File: config.mk
export PLATFORM = sky130hd
export DESIGN_NAME = proto_select_atr
export DESIGN_NICKNAME = d
export VERILOG_FILES = /design/src/rtl/proto_sel_pkg.sv /design/src/rtl/etu_tick.sv /design/src/rtl/atr_shifter.sv /design/src/rtl/proto_mode_fsm.sv /design/src/rtl/proto_select_atr.sv
export SDC_FILE = /design/constraint.sdc
export NUM_CORES = 1
export LEC_CHECK = 0
export BUFFER_PORTS_ARGS = -buffer_cell sky130_fd_sc_hd__buf_2
export CAP_MARGIN = 40
export CORE_MARGIN = 1
export CORE_UTILIZATION = 44
export CTS_BUF_LIST = sky130_fd_sc_hd__clkbuf_8
export CTS_CLUSTER_SIZE = 28
export DETAILED_ROUTE_END_ITERATION = 12
export PLACE_DENSITY = 0.69
export SLEW_MARGIN = 15
export SYNTH_ARGS = -nofsm -noshare
export SYNTH_HDL_FRONTEND = slang
export SYNTH_SLANG_ARGS = --single-unit
File: constraint.sdc
create_clock -name clk_i -period 4.5 [get_ports clk_i]
set_input_delay 0.9 -clock clk_i [delete_from_list [all_inputs] [get_ports clk_i]]
set_output_delay 0.9 -clock clk_i [all_outputs]
set_load 0.02 [all_outputs]
File: src/rtl/proto_sel_pkg.sv
package proto_sel_pkg;
  typedef enum logic [1:0] {
    MODE_NONE  = 2'b00,
    MODE_SYNC  = 2'b01,
    MODE_ASYNC = 2'b10
  } mode_e;

  typedef enum logic [1:0] {
    ST_WAIT,
    ST_SYNC,
    ST_ASYNC,
    ST_ARM
  } sel_state_e;
endpackage

File: src/rtl/etu_tick.sv
module etu_tick #(
  parameter int ETU_CLKS = 372
) (
  input  logic clk_i,
  input  logic rst_ni,
  input  logic run_i,
  input  logic clear_i,
  output logic tick_o
);
  localparam int CW = $clog2(ETU_CLKS);

  logic [CW-1:0] cnt_q;

  assign tick_o = run_i && (cnt_q == CW'(ETU_CLKS - 1));

  always_ff @(posedge clk_i or negedge rst_ni) begin
    if (!rst_ni)        cnt_q <= '0;
    else if (clear_i)   cnt_q <= '0;
    else if (tick_o)    cnt_q <= '0;
    else if (run_i)     cnt_q <= cnt_q + CW'(1);
  end
endmodule

File: src/rtl/atr_shifter.sv
module atr_shifter #(
  parameter int ATR_BYTES = 8,
  parameter int ETU_CLKS  = 372,
  parameter int GUARD_ETU = 2
) (
  input  logic                   clk_i,
  input  logic                   rst_ni,
  input  logic                   start_i,
  input  logic                   abort_i,
  input  logic [ATR_BYTES*8-1:0] atr_i,
  output logic                   drive_low_o
);
  localparam int CHAR_BITS = 10 + GUARD_ETU;
  localparam int BW        = $clog2(CHAR_BITS);
  localparam int YW        = (ATR_BYTES > 1) ? $clog2(ATR_BYTES) : 1;

  logic          active_q;
  logic [BW-1:0] bit_q;
  logic [YW-1:0] byte_q;
  logic          tick;
  logic [7:0]    chars [ATR_BYTES];
  logic [7:0]    cur;
  logic          lvl;

  for (genvar g = 0; g < ATR_BYTES; g++) begin : g_chars
    assign chars[g] = atr_i[g*8 +: 8];
  end

  etu_tick #(.ETU_CLKS(ETU_CLKS)) etu_i (
    .clk_i  (clk_i),
    .rst_ni (rst_ni),
    .run_i  (active_q),
    .clear_i(start_i | abort_i),
    .tick_o (tick)
  );

  always_ff @(posedge clk_i or negedge rst_ni) begin
    if (!rst_ni) begin
      active_q <= 1'b0;
      bit_q    <= '0;
      byte_q   <= '0;
    end else if (abort_i) begin
      active_q <= 1'b0;
    end else if (start_i) begin
      active_q <= 1'b1;
      bit_q    <= '0;
      byte_q   <= '0;
    end else if (active_q && tick) begin
      if (bit_q == BW'(CHAR_BITS - 1)) begin
        bit_q <= '0;
        if (byte_q == YW'(ATR_BYTES - 1)) active_q <= 1'b0;
        else                              byte_q   <= byte_q + YW'(1);
      end else begin
        bit_q <= bit_q + BW'(1);
      end
    end
  end

  // frame: start, 8 data LSB first, even parity, guard
  always_comb begin
    cur = chars[byte_q];
    if (bit_q == '0)            lvl = 1'b0;
    else if (bit_q <= BW'(8))   lvl = cur[3'(bit_q - BW'(1))];
    else if (bit_q == BW'(9))   lvl = ^cur;
    else                        lvl = 1'b1;
  end

  assign drive_low_o = active_q & ~lvl;
endmodule

File: src/rtl/proto_mode_fsm.sv
module proto_mode_fsm
  import proto_sel_pkg::*;
#(
  parameter int ARM_CYCLES  = 400,
  parameter int SYNC_PULSES = 5
) (
  input  logic       clk_i,
  input  logic       rst_ni,
  input  logic       pin_i,
  output logic       start_o,
  output logic       abort_o,
  output logic [1:0] mode_o,
  output logic       ready_o
);
  localparam int LW = $clog2(ARM_CYCLES + 1);
  localparam int PW = $clog2(SYNC_PULSES + 1);

  sel_state_e    state_q, state_d;
  logic [LW-1:0] low_q, low_d;
  logic [PW-1:0] pulse_q;
  logic          armed;

  assign armed = (low_q == LW'(ARM_CYCLES));

  always_comb begin
    state_d = state_q;
    low_d   = low_q;
    start_o = 1'b0;
    abort_o = 1'b0;
    unique case (state_q)
      ST_WAIT, ST_ARM: begin
        if (!pin_i) begin
          abort_o = (state_q == ST_ARM);
          if (!armed) low_d = low_q + LW'(1);
        end else begin
          low_d = '0;
          if (armed) begin
            start_o = 1'b1;
            state_d = ST_ASYNC;
          end else begin
            state_d = (state_q == ST_WAIT) ? ST_SYNC : ST_ASYNC;
          end
        end
      end
      ST_ASYNC: begin
        if (!pin_i) begin
          abort_o = 1'b1;
          low_d   = LW'(1);
          state_d = ST_ARM;
        end
      end
      default: ;
    endcase
  end

  always_ff @(posedge clk_i or negedge rst_ni) begin
    if (!rst_ni) begin
      state_q <= ST_WAIT;
      low_q   <= '0;
      pulse_q <= '0;
    end else begin
      state_q <= state_d;
      low_q   <= low_d;
      if (state_q == ST_SYNC && pulse_q != PW'(SYNC_PULSES))
        pulse_q <= pulse_q + PW'(1);
    end
  end

  always_comb begin
    unique case (state_q)
      ST_SYNC:         mode_o = MODE_SYNC;
      ST_ASYNC, ST_ARM: mode_o = MODE_ASYNC;
      default:         mode_o = MODE_NONE;
    endcase
  end

  assign ready_o = (state_q == ST_SYNC) && (pulse_q == PW'(SYNC_PULSES));
endmodule

File: src/rtl/proto_select_atr.sv
module proto_select_atr #(
  parameter int ARM_CYCLES  = 400,
  parameter int SYNC_PULSES = 5,
  parameter int ETU_CLKS    = 372,
  parameter int ATR_BYTES   = 8,
  parameter int GUARD_ETU   = 2
) (
  input  logic                   clk_i,
  input  logic                   rst_ni,
  input  logic                   rst_pin_i,
  input  logic [ATR_BYTES*8-1:0] atr_word_i,
  output logic [1:0]             mode_o,
  output logic                   io_drive_low_o,
  output logic                   sync_ready_o
);
  logic start, abort;

  proto_mode_fsm #(
    .ARM_CYCLES (ARM_CYCLES),
    .SYNC_PULSES(SYNC_PULSES)
  ) fsm_i (
    .clk_i  (clk_i),
    .rst_ni (rst_ni),
    .pin_i  (rst_pin_i),
    .start_o(start),
    .abort_o(abort),
    .mode_o (mode_o),
    .ready_o(sync_ready_o)
  );

  atr_shifter #(
    .ATR_BYTES(ATR_BYTES),
    .ETU_CLKS (ETU_CLKS),
    .GUARD_ETU(GUARD_ETU)
  ) tx_i (
    .clk_i      (clk_i),
    .rst_ni     (rst_ni),
    .start_i    (start),
    .abort_i    (abort),
    .atr_i      (atr_word_i),
    .drive_low_o(io_drive_low_o)
  );
endmodule

==> results.md, run 1 <==
- Number of iterations in the first detailed-routing pass: 4
- Register area share after synthesis: 0.3146
- Cells after synthesis: ~270
- Most instantiated library cell after synthesis: sky130_fd_sc_hd__dfrtp_1
- Number of clock sinks seen by CTS: 31
- Outcome: finished clean
- Minimum period implied by the final worst setup slack: approximately 4.1 ns
- Maximum number of pins on one net before global-route repair: 32
- Number of synthesized flops with an enable pin: 0
- Achievable Freq: approximately 240 MHz
- Unrepaired setup endpoints after global routing: false
- Total die area: 5908 µm²
- Number of antenna diodes: 0
- Startpoint type of the worst setup path: flop
- Number of nets produced by synthesis: 350
- Number of H-tree levels: 2
- Average cell area after synthesis: 9.202 µm²
- Worst setup path class: flop to output port
- Number of antenna violations at the first check in global routing: 0
- Clock edge transition at the registers on the reported setup and hold paths: about 0.06 ns
- Layout Skew: between 0.007 and 0.008 ns
- DRT antenna net count: 0
- Maximum vdd ir drop: around 0.00019 V
- IO buf count: 70
- Hold Fails Final Rpt: 0
- Ranking of synthesized cells by instance count: sky130_fd_sc_hd__dfrtp_1 (31), sky130_fd_sc_hd__nor2_1 (27), sky130_fd_sc_hd__nand2_1 (26), sky130_fd_sc_hd__mux2i_1 (19), sky130_fd_sc_hd__inv_1 (16)
- Synthesis-to-layout area growth: 18.62%
- Placement row count: 26
- Bufs on Longest Clock Path: 2
- Slowest-stage cell, CP: sky130_fd_sc_hd__dfrtp_1
- Highest routing layer actually used: met4
- Number of design rule violations left after detail routing: 0
- Met1 wire length: between 2 and 3 mm
- Endpoint kind of the worst setup timing path: output port
- Die span in x: slightly below 80 µm
- Post-synthesis register bit count: 31
- Final clock period utilization by the worst path: 0.9220
- # hold bufs at CTS: 0
- Vias in the first global route: 2,012
- GP Congestion: 0.8000
- Total power per unit cell area: just over 300 nW/µm²
- Routed wl met3: between 300 and 400 µm
- Total length of routed wires: 5.525 mm
- Via density: roughly 5.3
- CP Max Fanout: 13
- Proportion of layout cells with a drive suffix above 1: 0.2768
- CP max stage delay: about 0.76 ns
- Root buf cell: sky130_fd_sc_hd__clkbuf_8
- Layout filler cell count: roughly 490
- Leading cell types by total area after synthesis: sky130_fd_sc_hd__dfrtp_1 (31%), sky130_fd_sc_hd__mux4_2 (8.2%), sky130_fd_sc_hd__mux2i_1 (7.7%)
- Boundary Pins: slightly above 70
- Slew margin rel.: 0.5451
- Number of max-cap violations: 0
- TritonCTS clock tree: yes
- Final-report max-slew violation count: 0
- All-Layer GR Usage: 0.1879
- CTS buffer count: 5
- Worst Tran Pin Value: a little under 0.7 ns
- Leak Pwr: approximately 0.0014 µW
- Library cells used by synthesis: 40
- Final global-route overflow total: 0
- Post-synthesis instance area: about 2500 µm²
- CTS-repair resized insts: 0
- Arrival time of the worst setup path: roughly 3.3 ns
- Path type of the worst min-delay path: flop to flop
- Summed negative setup slack over all endpoints: 0 ns
- Area fraction of the dominant cell type after synthesis: 0.3146
- First-pass GRT wire length: ~9 mm
- Via count: about 2,200
- Final setup vio count: 0
- Proportion of synthesized flip-flops having asynchronous set or reset: 1.000
- WL met2: between 2 and 3 mm
- Die Span Y: about 77 µm
- Post-layout net count: ~420
- DPL Wire Length: 4.260 mm
- Initial DRC count: around 140
- Final hold slack: approximately 0.51 ns
- Post-CTS setup buffer count: 0
- Warnings, synthesis: 0
- Worst path bufs/invs: 2
- Main synth FF type: sky130_fd_sc_hd__dfrtp_1
- Starting utilization of the core area: 0.4709
- Detail-routed net length per standard cell: ~14 µm
- Placeable core region: 5238 µm²
- Critical path data required time: approximately 3.6 ns
- Largest area contributor in the synthesized netlist: sky130_fd_sc_hd__dfrtp_1
- Cell class contributing the biggest share of worst-path delay: flip-flops
- Cells traversed along the worst timing path: buf_4 -> mux4_1 -> o21ai_0 -> o22ai_1 -> or4_1 -> maj3_2 -> o22ai_2 -> buf_2
- Clock latency reported for the late side of the worst-skew pair: approximately 0.28 ns
## layout by cell type, fill, tap and decap left out, types with 5 or more instances in the layout
cell type                  count
sky130_fd_sc_hd__xor2_1        7
sky130_fd_sc_hd__nand3_1      14
sky130_fd_sc_hd__nand4_1       5
sky130_fd_sc_hd__o21ai_1       5
sky130_fd_sc_hd__nor3_1        7
sky130_fd_sc_hd__a22oi_1       6
sky130_fd_sc_hd__o21ai_0      12
sky130_fd_sc_hd__xnor2_1      10
sky130_fd_sc_hd__a21oi_1      11
sky130_fd_sc_hd__dfrtp_1      31
sky130_fd_sc_hd__o31ai_1       6
sky130_fd_sc_hd__mux4_2        9
sky130_fd_sc_hd__buf_2        70
sky130_fd_sc_hd__nand2_1      26
sky130_fd_sc_hd__inv_1        18
sky130_fd_sc_hd__nor2_1       27
sky130_fd_sc_hd__mux2i_1      19
sky130_fd_sc_hd__ha_1         15
sky130_fd_sc_hd__clkbuf_8      5
## layout make-up
| cell class | instances | area (µm²) | area share |
|---|---|---|---|
| clock buffers | 5 | 68.82 | 0.02352 |
| clock inverters | 3 | 12.51 | 0.004277 |
| inverters | 16 | 60.06 | 0.02053 |
| multi-input cells | 209 | 1555 | 0.5316 |
| flip-flops and latches | 31 | 775.7 | 0.2652 |
| well taps | 70 | 87.58 | 0.02994 |
| repair buffers | 72 | 365.4 | 0.1249 |
## path summary, 6_finish.rpt
check                                                  start  cells after the start                         endpoint  slack [ns]
worst max-delay path              tx_i.byte_q[1]$_DFFE_PN0P_                      8                   io_drive_low_o        0.35
worst min-delay path            fsm_i.pulse_q[1]$_DFFE_PN0P_                      2     fsm_i.pulse_q[1]$_DFFE_PN0P_        0.51
worst max register to register  fsm_i.state_q[0]$_DFFE_PN0P_                      9       tx_i.byte_q[1]$_DFFE_PN0P_        2.32
worst min register to register  fsm_i.pulse_q[1]$_DFFE_PN0P_                      2     fsm_i.pulse_q[1]$_DFFE_PN0P_        0.51
max in group asynchronous                             rst_ni                      1  tx_i.etu_i.cnt_q[3]$_DFFE_PN0P_        3.40
min in group asynchronous                             rst_ni                      1       fsm_i.low_q[3]$_DFFE_PN0P_        0.66
## worst min-delay path: stages, from the launching register on
cell,delay [ns]
sky130_fd_sc_hd__dfrtp_1,0.36
sky130_fd_sc_hd__nand2_1,0.05
sky130_fd_sc_hd__o21ai_0,0.06
## flip-flops by register name (all words and copies together) (netlist names)
register,cells
fsm_i.low_q,9
tx_i.etu_i.cnt_q,9
tx_i.bit_q,4
fsm_i.pulse_q,3
tx_i.byte_q,3
fsm_i.state_q,2
tx_i.active_q,1
## logic make-up after synthesis
kind of cell	count (synthesis)	synth area share
DFF	31	0.3146
and+or+nand+nor	96	0.1852
buffers and inverters	28	0.05479
AOI/OAI and AO/OA	50	0.1253
adders and majority gates	16	0.08067
xor gates and xnor gates	18	0.06951
muxes	29	0.1700
## routing by layer
metal  global-route usage  up-vias
li1                     -     1090
met1               0.2445     1009
met2               0.3054       57
met3              0.04167        8
met4              0.06731        0
met5                    0        -
## through the flow
| step | utilization | instances | total power (µW) | instance area [µm²] | setup WS [ns] |
|---|---|---|---|---|---|
| 2_1_floorplan | - | 268 | 590.6 | 2466 | 0.7934 |
| 3_3_place_gp | 0.5430 | 398 | 688.1 | 2844 | 0.5584 |
| 3_5_place_dp | 0.5430 | 398 | 697.4 | 2844 | 0.5536 |
| 4_1_cts | 0.5585 | 406 | 908.7 | 2925 | 0.3299 |
| 5_1_grt | 0.5585 | 406 | 965.4 | 2925 | 0.1703 |
| 6_report | 0.5585 | 406 | 896.3 | 2925 | 0.3512 |
## power by group
group          leakage, µW  switching (µW)  internal [µW]
Sequential        0.000411            36.0            313
Clock            0.0000505             102            104
Combinational     0.000909             199            143
Total              0.00137             337            560
Note: power is estimated with default switching activity, not from simulation.
==> inputs of run 2 (changes only) <==
Settings changed: CELL_PAD_IN_SITES_DETAIL_PLACEMENT set to 0, CELL_PAD_IN_SITES_GLOBAL_PLACEMENT set to 2, CORE_MARGIN 1 to 3, CORE_UTILIZATION 44 to 34, PLACE_DENSITY 0.69 to not set, PLACE_DENSITY_LB_ADDON set to 0.1.
==> results.md, run 2 (synthesis results as in run 1) <==
- Total die area: 8311 µm² (+41%)
- Synthesis-to-layout area growth: 21.71%
- Endpoint kind of the worst setup timing path: output port
- Worst setup path class: flop to output port
- Initial DRC count: 87 (-38%)
- Biggest regs: fsm_i.low_q: 9 flops, tx_i.etu_i.cnt_q: 9 flops, tx_i.bit_q: 4 flops
- Die span in x: 91.17 µm (+19%)
- GP Congestion: 0.7341 (-8.2%)
- Placement row count: 30 (+15%)
- Via count: 2,150 (-0.65%)
- Hold Fails Final Rpt: 0 (unchanged)
- Starting utilization of the core area: 0.3571 (-0.1138)
- Detail-routed net length per standard cell: 13.83 µm (+1.7%)
- Clock power share: 0.292 (+0.062)
- Post-CTS setup buffer count: 0 (unchanged)
- Worst Tran Pin Value: 0.7028 ns (+0.02040 ns)
- Number of clock sinks seen by CTS: 31 (unchanged)
- Achievable Freq: 251.4 MHz (+4.3%)
- Path type of the worst min-delay path: flop to flop
- Internal power: 634.1 µW (+13%)
- Final setup vio count: 0 (unchanged)
- Maximum vdd ir drop: 0.0003168 V (+65%)
- Critical path data required time: 3.60 ns (about the same)
- Leak Pwr: 0.001386 µW (+1.2%)
- Final-report max-slew violation count: 0 (unchanged)
- Minimum period implied by the final worst setup slack: 3.978 ns (-0.1705 ns)
- Number of antenna violations at the first check in global routing: 0 (unchanged)
- Root buf cell: sky130_fd_sc_hd__clkbuf_8
- Outcome: finished clean
- Number of design rule violations left after detail routing: 0 (unchanged)
- Layout Skew: 0.007241 ns (-0.0004910 ns)
- Post-DP Area: 2884 µm² (+1.4%)
- TritonCTS clock tree: yes
- Layout filler cell count: 714 (+46%)
- Total Power: 981.6 µW (+9.5%)
- Worst setup slack after layout: 0.5217 ns (+0.1705 ns)
- Proportion of total power due to net switching: 0.3540 (-0.02153)
- CTS-repair resized insts: 0 (unchanged)
- Hold path cells: 2 (unchanged)
- Total length of routed wires: 5.990 mm (+8.4%)
- Slew margin rel.: 0.5315 (-0.01360)
- Summed negative setup slack over all endpoints: 0 ns (unchanged)
- CP Max Fanout: 8 (-5)
- Boundary Pins: 71 (unchanged)
- CTS buffer count: 5 (unchanged)
- Placeable core region: 6907 µm² (+32%)
- DRT antenna net count: 0 (unchanged)
- Vias in the first global route: 2,136 (+6.2%)
- Depth of the most critical reg-to-reg path: 9 (unchanged)
- IO buf count: 70 (unchanged)
- Routed wl met3: 173 µm (-45%)
- Area of all placed cells without fillers: 3002 µm² (+2.6%)
- All-Layer GR Usage: 0.1497 (-0.03819)
- Final clock period utilization by the worst path: 0.8841 (-0.03789)
- Clock edge transition at the registers on the reported setup and hold paths: 0.06 ns (about the same)
- # hold bufs at CTS: 0 (unchanged)
- Number of antenna diodes: 0 (unchanged)
- Highest routing layer actually used: met4
- Number of iterations in the first detailed-routing pass: 4 (unchanged)
- Via density: 4.965 (-6.8%)
- Total power per unit cell area: 327.0 nW/µm² (+6.7%)
- Arrival time of the worst setup path: 3.08 ns (-0.17 ns)
- Startpoint type of the worst setup path: flop
- Sequential Power Share: 0.357 (-0.033)
- Maximum number of pins on one net before global-route repair: 32 (unchanged)
- Most frequent cells in the layout: sky130_fd_sc_hd__buf_2 (70), sky130_fd_sc_hd__dfrtp_1 (31), sky130_fd_sc_hd__nor2_1 (27)
- Proportion of layout cells with a drive suffix above 1: 0.2849 (+0.008081)
- Worst setup slack after placement: 0.5014 ns (-0.05223 ns)
- First-pass GRT wire length: 10.16 mm (+14%)
- Met1 wire length: 2.655 mm (+4.2%)
- Post-layout net count: 418 (+0.24%)
- Switching power total: 347.5 µW (+3.2%)
- DPL Wire Length: 4.836 mm (+14%)
- Most common cell after layout, fill and taps aside: sky130_fd_sc_hd__buf_2
- Number of max-cap violations: 0 (unchanged)
- Comb pwr share: 0.351 (-0.030)
- Number of H-tree levels: 2 (unchanged)
- Unrepaired setup endpoints after global routing: false
- Final global-route overflow total: 0 (unchanged)
- Clock latency reported for the late side of the worst-skew pair: 0.29 ns (about the same)
- Bufs on Longest Clock Path: 2 (unchanged)
- WL met2: 3.077 mm (+18%)
- Die Span Y: 91.17 µm (+19%)
[run 2: cell types whose count changed in the layout (fill, tap and decap cells not counted), sizes merged]
cell / change
bufinv: +1
buf: +1
inv: -2
clkbuf: +1
[run 2: cell type report]
type                    instances  area [µm²]  area share
clock inverters                 2       35.03     0.01167
well taps                      96       120.1     0.04002
flip-flops and latches         31       775.7      0.2584
repair buffers                 73       372.9      0.1242
clock buffers                   6       82.58     0.02751
inverters                      16       60.06     0.02001
multi-input cells             209        1555      0.5181
[run 2: power by group through the flow]
stage	combinational [µW]	sequential, µW	clock [µW]
after global placement	347	355	0
after floorplan	246	345	0
after global routing	396	357	308
after CTS	351	352	293
final	344	350	287
after detailed placement	349	356	0
[run 2: metrics by stage]
| step | cells | hold WS [ns] | util |
|---|---|---|---|
| floorplan | 268 | 0.4744 | - |
| global placement | 425 | 0.4966 | 0.4176 |
| detailed placement | 425 | 0.5067 | 0.4176 |
| CTS | 433 | 0.5216 | 0.4346 |
| global route | 433 | 0.5545 | 0.4346 |
| finish | 433 | 0.5179 | 0.4346 |
[run 2: worst paths after layout]
path                                               from                            to  slack [ns]
max reg2reg                fsm_i.state_q[0]$_DFFE_PN0P_    tx_i.byte_q[2]$_DFFE_PN0P_        2.20
min in group asynchronous                        rst_ni    fsm_i.low_q[5]$_DFFE_PN0P_        0.65
max                          tx_i.byte_q[0]$_DFFE_PN0P_                io_drive_low_o        0.52
min reg2reg                fsm_i.pulse_q[1]$_DFFE_PN0P_  fsm_i.pulse_q[1]$_DFFE_PN0P_        0.52
max in group asynchronous                        rst_ni     tx_i.bit_q[1]$_DFFE_PN0P_        3.39
min                        fsm_i.pulse_q[1]$_DFFE_PN0P_  fsm_i.pulse_q[1]$_DFFE_PN0P_        0.52
[run 2: metal layers]
layer / track usage / vias up
met1: 0.1903 / 1007
li1: - / 1094
met4: 0.04523 / 0
met3: 0.02568 / 9
met2: 0.2587 / 40
met5: 0 / -
[run 2: critical path: stages, from the launching register on]
cell	delay (ns)
sky130_fd_sc_hd__dfrtp_1	0.59
sky130_fd_sc_hd__buf_4	0.23
sky130_fd_sc_hd__mux4_2	0.50
sky130_fd_sc_hd__o21ai_1	0.22
sky130_fd_sc_hd__o22ai_1	0.10
sky130_fd_sc_hd__or4_1	0.53
sky130_fd_sc_hd__maj3_2	0.33
sky130_fd_sc_hd__o22ai_2	0.13
sky130_fd_sc_hd__buf_2	0.18
